[config.mk]
export PLATFORM = sky130hd
export DESIGN_NAME = ols_encoder
export DESIGN_NICKNAME = d
export VERILOG_FILES = /design/src/rtl/ols_pkg.sv /design/src/rtl/ols_lane.sv /design/src/rtl/ols_group.sv /design/src/rtl/ols_encoder.sv
export SDC_FILE = /design/constraint.sdc
export NUM_CORES = 1
export LEC_CHECK = 0
export BUFFER_PORTS_ARGS = -buffer_cell sky130_fd_sc_hd__buf_2
export CORE_AREA = 2 2 44 87
export DETAILED_ROUTE_END_ITERATION = 16
export DIE_AREA = 0 0 46 89
export PLACE_DENSITY_LB_ADDON = 0.05
export SLEW_MARGIN = 15
export SYNTH_ARGS = -nofsm -noshare
export SYNTH_HDL_FRONTEND = slang
export SYNTH_SLANG_ARGS = --single-unit
export TNS_END_PERCENT = 100
[constraint.sdc]
create_clock -name vclk -period 2.1
set_clock_uncertainty 0.1 [all_clocks]
set_input_delay 0.315 -clock vclk [all_inputs]
set_output_delay 0.315 -clock vclk [all_outputs]
set_load 0.05 [all_outputs]
[src/rtl/ols_pkg.sv]
package ols_pkg;

    // Group 0: rows, group 1: columns, group g>=2: square k=g-1.
    function automatic bit in_lane(input int m, input int g, input int j, input int i);
        int r;
        int c;
        r = i / m;
        c = i % m;
        if (g == 0)
            return (r == j);
        else if (g == 1)
            return (c == j);
        else
            return (((r + (g - 1) * c) % m) == j);
    endfunction

endpackage

[src/rtl/ols_lane.sv]
module ols_lane #(
    parameter int M = 5,
    parameter int G = 0,
    parameter int J = 0
) (
    input  logic [M*M-1:0] data,
    output logic           parity
);
    localparam int N = M * M;

    always_comb begin
        parity = 1'b0;
        for (int i = 0; i < N; i++) begin
            if (ols_pkg::in_lane(M, G, J, i))
                parity = parity ^ data[i];
        end
    end
endmodule

[src/rtl/ols_group.sv]
module ols_group #(
    parameter int M = 5,
    parameter int G = 0
) (
    input  logic [M*M-1:0] data,
    output logic [M-1:0]   par
);
    for (genvar j = 0; j < M; j++) begin : g_lane
        ols_lane #(.M(M), .G(G), .J(j)) u_lane (
            .data   (data),
            .parity (par[j])
        );
    end
endmodule

[src/rtl/ols_encoder.sv]
module ols_encoder #(
    parameter int M    = 5,
    parameter int T    = 2,
    parameter bit PIPE = 1'b0
) (
    input  logic                 clk,
    input  logic                 rst_n,
    input  logic [M*M-1:0]       data_in,
    output logic [2*T*M-1:0]     check_out
);
    localparam int N      = M * M;
    localparam int GROUPS = 2 * T;
    localparam int C      = GROUPS * M;

    logic [C-1:0] chk_comb;

    for (genvar g = 0; g < GROUPS; g++) begin : g_grp
        ols_group #(.M(M), .G(g)) u_grp (
            .data (data_in),
            .par  (chk_comb[g*M +: M])
        );

        AST_GROUP_XOR: assert property (@(posedge clk) disable iff (!rst_n)
            (^chk_comb[g*M +: M]) == (^data_in));
        AST_ONE_PER_BLOCK: assert property (@(posedge clk) disable iff (!rst_n)
            ($countones(data_in) == 1) |-> ($countones(chk_comb[g*M +: M]) == 1));
    end

    if (PIPE) begin : g_reg
        logic [C-1:0] chk_q;
        logic         primed;

        always_ff @(posedge clk or negedge rst_n) begin
            if (!rst_n) begin
                chk_q  <= '0;
                primed <= 1'b0;
            end else begin
                chk_q  <= chk_comb;
                primed <= 1'b1;
            end
        end
        assign check_out = chk_q;

        AST_PIPE_FOLLOW: assert property (@(posedge clk) disable iff (!rst_n)
            primed |-> (check_out == $past(chk_comb)));
    end else begin : g_comb
        assign check_out = chk_comb;
    end

    AST_ZERO_DATA: assert property (@(posedge clk) disable iff (!rst_n)
        (data_in == '0) |-> (chk_comb == '0));
    AST_BIT_WEIGHT: assert property (@(posedge clk) disable iff (!rst_n)
        ($countones(data_in) == 1) |-> ($countones(chk_comb) == GROUPS));
    AST_PAIR_WEIGHT: assert property (@(posedge clk) disable iff (!rst_n)
        ($countones(data_in) == 2) |-> ($countones(chk_comb) >= 2*GROUPS-2));

    logic unused_n;
    assign unused_n = ^{N[0], C[0]};
endmodule

==> impl_metrics.csv, run 1 <==
group,metric,value,unit
finish,diodes,0,
sta,rsz0062_at_grt,"no",
power_and_ir_drop,total_power,0.000754,W
synth,synth_fp_nets,114,
sta,holdWs,1.05,ns
synth,synth_top_cell_by_area,"xnor3_1",
sta,finalSetupViolations,0,
global_routing,overflow,0,
detailed_routing,wl_per_cell,15.4,µm
flow_run,maxCapViolCount,0,
finish,syn2layout_area_growth,7.85,%
setup_path,worstPathArrival,1.32,ns
clock_tree,post-cts-setup-buffer-count,0,
detailed_routing,drcViolationCount,0,
sta,hold_violations,0,
global_routing,grt_pass1_wl,3020,µm
placement,io_buffer_count,45,
synth,synth.area.top_cells,"xnor3_1 (46%), xnor2_1 (18%), xor2_1 (18%), buf_4 (16%), buf_2 (2.0%)",
sta,slew_violations,0,
global_routing,grt_pass1_vias,600,
sta,period_share,82.6,%
finish,nets,134,
die,die_h,89,µm
die,core_area,0.00338,mm²
die,fp.dieArea,0.00409,mm²
sta,slew_headroom,83.2,%
setup_path,crit_type,"in2out",
detailed_routing,ant_nets,0,
global_routing,grt_max_degree,5,
finish,regArea,0,µm²
outcome,run_status,"finished clean",
sta,fmax,577,MHz
setup_path,crit_path_end_kind,"output port",
power_and_ir_drop,leakage,0.616,nW
setup_path,cp_max_fo,4,
placement,gp_congestion,0.732,
finish,finalInstanceArea,0.00107,mm²
sta,final.setup.tns,0,ns
synth,synth_top_area_share,45.6,%
die,pin_count,47,
detailed_routing,drt-pass1-iter-count,2,
detailed_routing,totalWireLength,2110,µm
synth,synth_cells,87,
detailed_routing,dr_total_vias,574,
setup_path,critPathRequiredTime,1.68,ns
global_routing,antenna_found_initial,0,
die,rows,30,
finish,nFillCells,362,
detailed_routing,drt_iter0_markers,3,
die,die_x,46,µm
synth,synth_cell_type_count,6,
setup_path,start_kind,"primary input",
finish,seq_cell_count,0,
die,initial_core_util,29.3,%
global_routing,track_usage,10.3,%
placement,postPlaceCellArea,0.00107,mm²
clock_tree,cts_resized,0,
worst_hold_path,min_path_type,"in2out",
sta,period_minus_slack,1.73,ns
detailed_routing,vias_per_cell,4.19,
synth,syn_area,988,µm²
sta,worst-slew-pin-transition,0.254,ns
synth,ys_warn_count,0,
finish,drive_gt1_share,42.9,%
synth,seq_area_frac_synth,0,%
power_and_ir_drop,peakVddDrop,0.273,mV
clock_tree,cts_hold_buffers,0,
power_and_ir_drop,power_density,707,mW/mm²
finish,clockBufferCount,0,
synth,avgSynthCellArea,11.4,µm²
[worst max-delay path, stage by stage]
cell and delay [ns]:
buf_2 0.14, xnor3_1 0.41, xnor2_1 0.16, buf_2 0.28
[synth_stat cells]
library cell and number:
buf_4 21, clkbuf_2 2, xor2_1 20, xnor2_1 20, xnor3_1 20, buf_2 4
[where the power goes]
part,internal (W),switching (W)
registers,0,0
logic,0.000248,0.000506
clock network,0,0
total,0.000248,0.000506
[cell usage in the layout (no fill, tap or decap)]
| cell type | netlist | final |
|---|---|---|
| buf_2 | 4 | 45 |
| xnor2_1 | 20 | 20 |
| xnor3_1 | 20 | 20 |
| xor2_1 | 20 | 20 |
[metrics by stage]
stage	util (%)	worst slack, ns	instances
6_report	31.6	0.366	137
5_1_grt	31.6	0.301	137
4_1_cts	31.6	0.326	137
3_5_place_dp	31.6	0.330	137
3_3_place_gp	31.6	0.336	137
2_1_floorplan	-	0.524	87
[path summary, 6_finish.rpt]
kind	startpoint	to	depth (start not counted)
worst min-delay path	data_in[11]	check_out[6]	4
worst max-delay path	data_in[6]	check_out[18]	4
[routing by layer]
metal | global-route usage, % | up-vias | wire [µm]
met5 | 0 | - | 0
met4 | 0 | 0 | 0
met3 | 0.202 | 0 | 121
met2 | 22.2 | 30 | 1270
met1 | 10.7 | 254 | 716
li1 | - | 290 | -
[kinds of logic after synthesis]
group and share of synthesized area (%):
xor+xnor 81.0, buf+inv 19.0
[area by class of cell]
type	count	area, µm²	area share [%]
multi-input cells	60	801	75.1
well taps	32	40.0	3.76
repair buffers	45	225	21.1
Power figures use the tool's default switching activity.
==> inputs of run 2 (changes only) <==
Clock period 2.1 ns to 1.8 ns, I/O delays scaled along.
==> run 2 against run 1 <==
Against the previous run: critical endpoint is now check_out[12]; first-iteration DRC count rose to 3.3 times the previous value; die area stayed put; sequential share of layout area is the same; highest routed layer unchanged; total power up 17%; combinational power grew 17%; non-clock buffer count stayed put; final cell count did not move; final area is the same; count of clock-buffer cells in the layout is the same; worst setup slack got worse by 0.21 ns.
==> impl_metrics.csv, run 2 (synthesized netlist as in run 1, its figures left out) <==
group,metric,value,unit
finish,fin_util,31.6,%
die,pin_count,47,
power_and_ir_drop,p_seq_share,0,%
clock_tree,cts_hold_buffers,0,
sta,period_share,91.5,%
power_and_ir_drop,p_int,0.000289,W
worst_hold_path,hold_start,"data_in[11]",
detailed_routing,dr_total_vias,572,
power_and_ir_drop,power_density,825,mW/mm²
flow_run,maxCapViolCount,0,
die,rows,30,
die,initial_core_util,29.3,%
setup_path,start_kind,"primary input",
global_routing,antenna_found_initial,0,
finish,clockBufferCount,0,
detailed_routing,wl_met2,1250,µm
global_routing,grt_pass1_vias,606,
power_and_ir_drop,switchingPower,0.000590,W
die,fp.dieArea,0.00409,mm²
setup_path,crit_start,"data_in[6]",
power_and_ir_drop,peakVddDrop,0.302,mV
finish,regArea,0,µm²
clock_tree,cts_resized,0,
placement,postPlaceCellArea,0.00107,mm²
setup_path,critPathRequiredTime,1.43,ns
placement,dp_cells,137,
placement,dp_hpwl,1880,µm
power_and_ir_drop,comb_power_share,100.0,%
sta,rsz0062_at_grt,"no",
detailed_routing,drcViolationCount,0,
worst_hold_path,min_path_type,"in2out",
finish,drive_gt1_share,42.9,%
outcome,run_status,"finished clean",
global_routing,grt_pass1_wl,3120,µm
die,core_area,0.00338,mm²
power_and_ir_drop,leakage,0.616,nW
placement,io_buffer_count,45,
detailed_routing,drt-pass1-iter-count,2,
sta,slew_violations,0,
finish,nFillCells,367,
power_and_ir_drop,clock_power_share,0,%
detailed_routing,vias_per_cell,4.18,
detailed_routing,ant_nets,0,
global_routing,grt_max_degree,5,
detailed_routing,dr_wl_met3,109,µm
placement,gp_congestion,0.713,
finish,seq_cell_count,0,
worst_hold_path,hold_depth,4,
die,die_h,89,µm
power_and_ir_drop,p_sw_share,67.1,%
detailed_routing,drt-met1-wl,738,µm
finish,syn2layout_area_growth,7.85,%
worst_hold_path,worstHoldEndpoint,"check_out[6]",
finish,nets,134,
setup_path,cp_max_fo,4,
sta,fmax,607,MHz
sta,hold_violations,0,
finish,final_common_cell,"buf_2",
setup_path,crit_path_end_kind,"output port",
detailed_routing,drt_iter0_markers,10,
global_routing,overflow,0,
setup_path,crit_type,"in2out",
sta,final.setup.tns,0,ns
finish,multi_input_area,801,µm²
detailed_routing,topRoutingLayerUsed,"met3",
finish,final_cell_count_no_fill,137,
finish,diodes,0,
global_routing,track_usage,10.6,%
sta,finalSetupViolations,0,
die,die_x,46,µm
setup_path,worstPathArrival,1.28,ns
finish,final_cell_mix,"buf_2 (45), xor2_1 (20), xnor3_1 (20), xnor2_1 (20)",
sta,slew_headroom,83.2,%
sta,worst-slew-pin-transition,0.254,ns
detailed_routing,wl_per_cell,15.3,µm
sta,period_minus_slack,1.65,ns
detailed_routing,totalWireLength,2100,µm
clock_tree,post-cts-setup-buffer-count,0,
finish,finalInstanceArea,0.00107,mm²
-- run 2: worst max path at each step --
stage                                to  slack (ns)  depth (start not counted)
after floorplan            check_out[7]        0.31                          4
after global placement    check_out[18]        0.13                          4
after detailed placement  check_out[18]        0.13                          4
after CTS                 check_out[18]        0.12                          4
after global routing       check_out[3]        0.08                          4
final                     check_out[12]        0.15                          4
-- run 2: final cells by class --
| type | count | share of cell area [%] |
|---|---|---|
| tap | 32 | 3.76 |
| timing repair buffer | 45 | 21.1 |
| multi-input combinational | 60 | 75.1 |
-- run 2: power by group through the flow --
stage	logic [W]	registers [W]	clock network (W)
global placement	0.000892	0	0
detailed placement	0.000891	0	0
CTS	0.000894	0	0
floorplan	0.000873	0	0
global route	0.000931	0	0
finish	0.000879	0	0
-- run 2: through the flow --
stage          hold WS, ns  power [W]  setup WS (ns)
5_1_grt              0.998   0.000931         0.0751
3_5_place_dp         0.964   0.000891          0.127
2_1_floorplan        0.783   0.000873          0.314
4_1_cts              0.965   0.000894          0.119
6_report             0.961   0.000879          0.152
3_3_place_gp         0.960   0.000892          0.127
-- run 2: worst max-delay path, cell delays in order --
cell and delay, ns:
buf_2 0.14, xnor3_1 0.42, xnor2_1 0.16, buf_2 0.29
-- run 2: metal layers --
metal	global-route usage, %	vias up
met5	0	-
met4	0	0
met3	0.202	0
met2	22.0	30
met1	11.8	251
li1	-	291
==> inputs of run 3 (changes only) <==
Settings changed: RECOVER_POWER from default to 50.
==> run 3 against run 2 <==
Against the previous run: total power about the same; critical path depth unchanged; global-route usage unchanged; non-clock buffer count unchanged; count of clock-buffer cells in the layout unchanged; utilization unchanged; final area unchanged; flip-flop and latch count unchanged; die area unchanged; fmax down 1.3%; critical path type unchanged; highest routed layer unchanged.
==> impl_metrics.csv, run 3 (synthesized netlist as in run 1, its figures left out) <==
group,metric,value,unit
global_routing,overflow,0,
finish,regArea,0,µm²
setup_path,cp_slowest_cell,"xnor3_1",
finish,nFillCells,367,
detailed_routing,drt_iter0_markers,10,
finish,final_cell_mix,"buf_2 (35), xor2_1 (20), xnor3_1 (20), xnor2_1 (20), clkbuf_2 (10)",
detailed_routing,drt-pass1-iter-count,2,
finish,clockBufferCount,0,
worst_hold_path,hold_start,"data_in[11]",
sta,final.setup.tns,0,ns
detailed_routing,wl_met2,1240,µm
clock_tree,cts_resized,0,
detailed_routing,totalWireLength,2100,µm
sta,rsz0062_at_grt,"no",
setup_path,crit_path_end_kind,"output port",
die,pin_count,47,
sta,fmax,599,MHz
placement,dp_hpwl,1880,µm
finish,drive_gt1_share,42.9,%
sta,hold_violations,0,
sta,period_minus_slack,1.67,ns
finish,multi_input_area,801,µm²
sta,worst-slew-pin-transition,0.283,ns
setup_path,crit_type,"in2out",
placement,dp_slack,0.127,ns
setup_path,cp_max_fo,4,
worst_hold_path,min_path_type,"in2out",
outcome,run_status,"finished clean",
detailed_routing,ant_nets,0,
global_routing,grt_max_degree,5,
detailed_routing,dr_wl_met3,109,µm
setup_path,start_kind,"primary input",
detailed_routing,topRoutingLayerUsed,"met3",
worst_hold_path,hold_depth,4,
setup_path,worstPathArrival,1.30,ns
sta,slew_violations,0,
setup_path,critical-path-top-delay-family,"XOR/XNOR gates",
die,die_h,89,µm
global_routing,antenna_found_initial,0,
detailed_routing,wl_per_cell,15.3,µm
placement,gp_congestion,0.713,
sta,slew_headroom,81.2,%
setup_path,path_buf_inv,2,
finish,seq_cell_count,0,
finish,nets,134,
power_and_ir_drop,power_density,825,mW/mm²
placement,dp_cells,137,
finish,diodes,0,
worst_hold_path,worstHoldEndpoint,"check_out[6]",
setup_path,cpPeakStageDelay,0.42,ns
setup_path,critPathRequiredTime,1.43,ns
die,core_area,0.00338,mm²
setup_path,path_cells,"buf_2 > xnor3_1 > xnor2_1 > clkbuf_2",
clock_tree,post-cts-setup-buffer-count,0,
global_routing,track_usage,10.6,%
die,fp.dieArea,0.00409,mm²
finish,final_common_cell,"buf_2",
detailed_routing,dr_total_vias,571,
power_and_ir_drop,leakage,0.618,nW
sta,fin_ws,0.131,ns
detailed_routing,drcViolationCount,0,
detailed_routing,drt-met1-wl,742,µm
global_routing,grt_pass1_wl,3120,µm
power_and_ir_drop,peakVddDrop,0.301,mV
sta,period_share,92.7,%
detailed_routing,vias_per_cell,4.17,
die,rows,30,
die,initial_core_util,29.3,%
finish,final_cell_count_no_fill,137,
flow_run,maxCapViolCount,0,
setup_path,crit_start,"data_in[22]",
sta,finalSetupViolations,0,
die,die_x,46,µm
finish,fin_util,31.6,%
placement,io_buffer_count,45,
global_routing,grt_pass1_vias,606,
clock_tree,cts_hold_buffers,0,
finish,syn2layout_area_growth,7.85,%
-- run 3: area by class of cell --
| class | instances | share of cell area, % |
|---|---|---|
| timing repair buffer | 45 | 21.1 |
| multi-input combinational | 60 | 75.1 |
| tap | 32 | 3.76 |
-- run 3: routing by layer --
metal	GRT usage (%)	vias to the layer above
met3	0.202	0
li1	-	291
met1	11.8	250
met5	0	-
met4	0	0
met2	22.0	30
-- run 3: metrics by stage --
step	power (W)	area [µm²]	hold WS, ns
after floorplan	0.000873	988	0.783
after global placement	0.000892	1070	0.960
after detailed placement	0.000891	1070	0.964
after global routing	0.000931	1070	1.03
final	0.000879	1070	0.990
after CTS	0.000894	1070	0.965
-- run 3: worst max path at each step --
stage / endpoint / cells after the start
final: check_out[7] / 4
after global placement: check_out[18] / 4
after detailed placement: check_out[18] / 4
after floorplan: check_out[7] / 4
after CTS: check_out[18] / 4
after global routing: check_out[3] / 4
-- run 3: power breakdown --
group	leakage, nW	total, W	switching [W]	internal [W]
Sequential	0	0	0	0
Combinational	0.618	0.000879	0.000592	0.000287
Clock	0	0	0	0
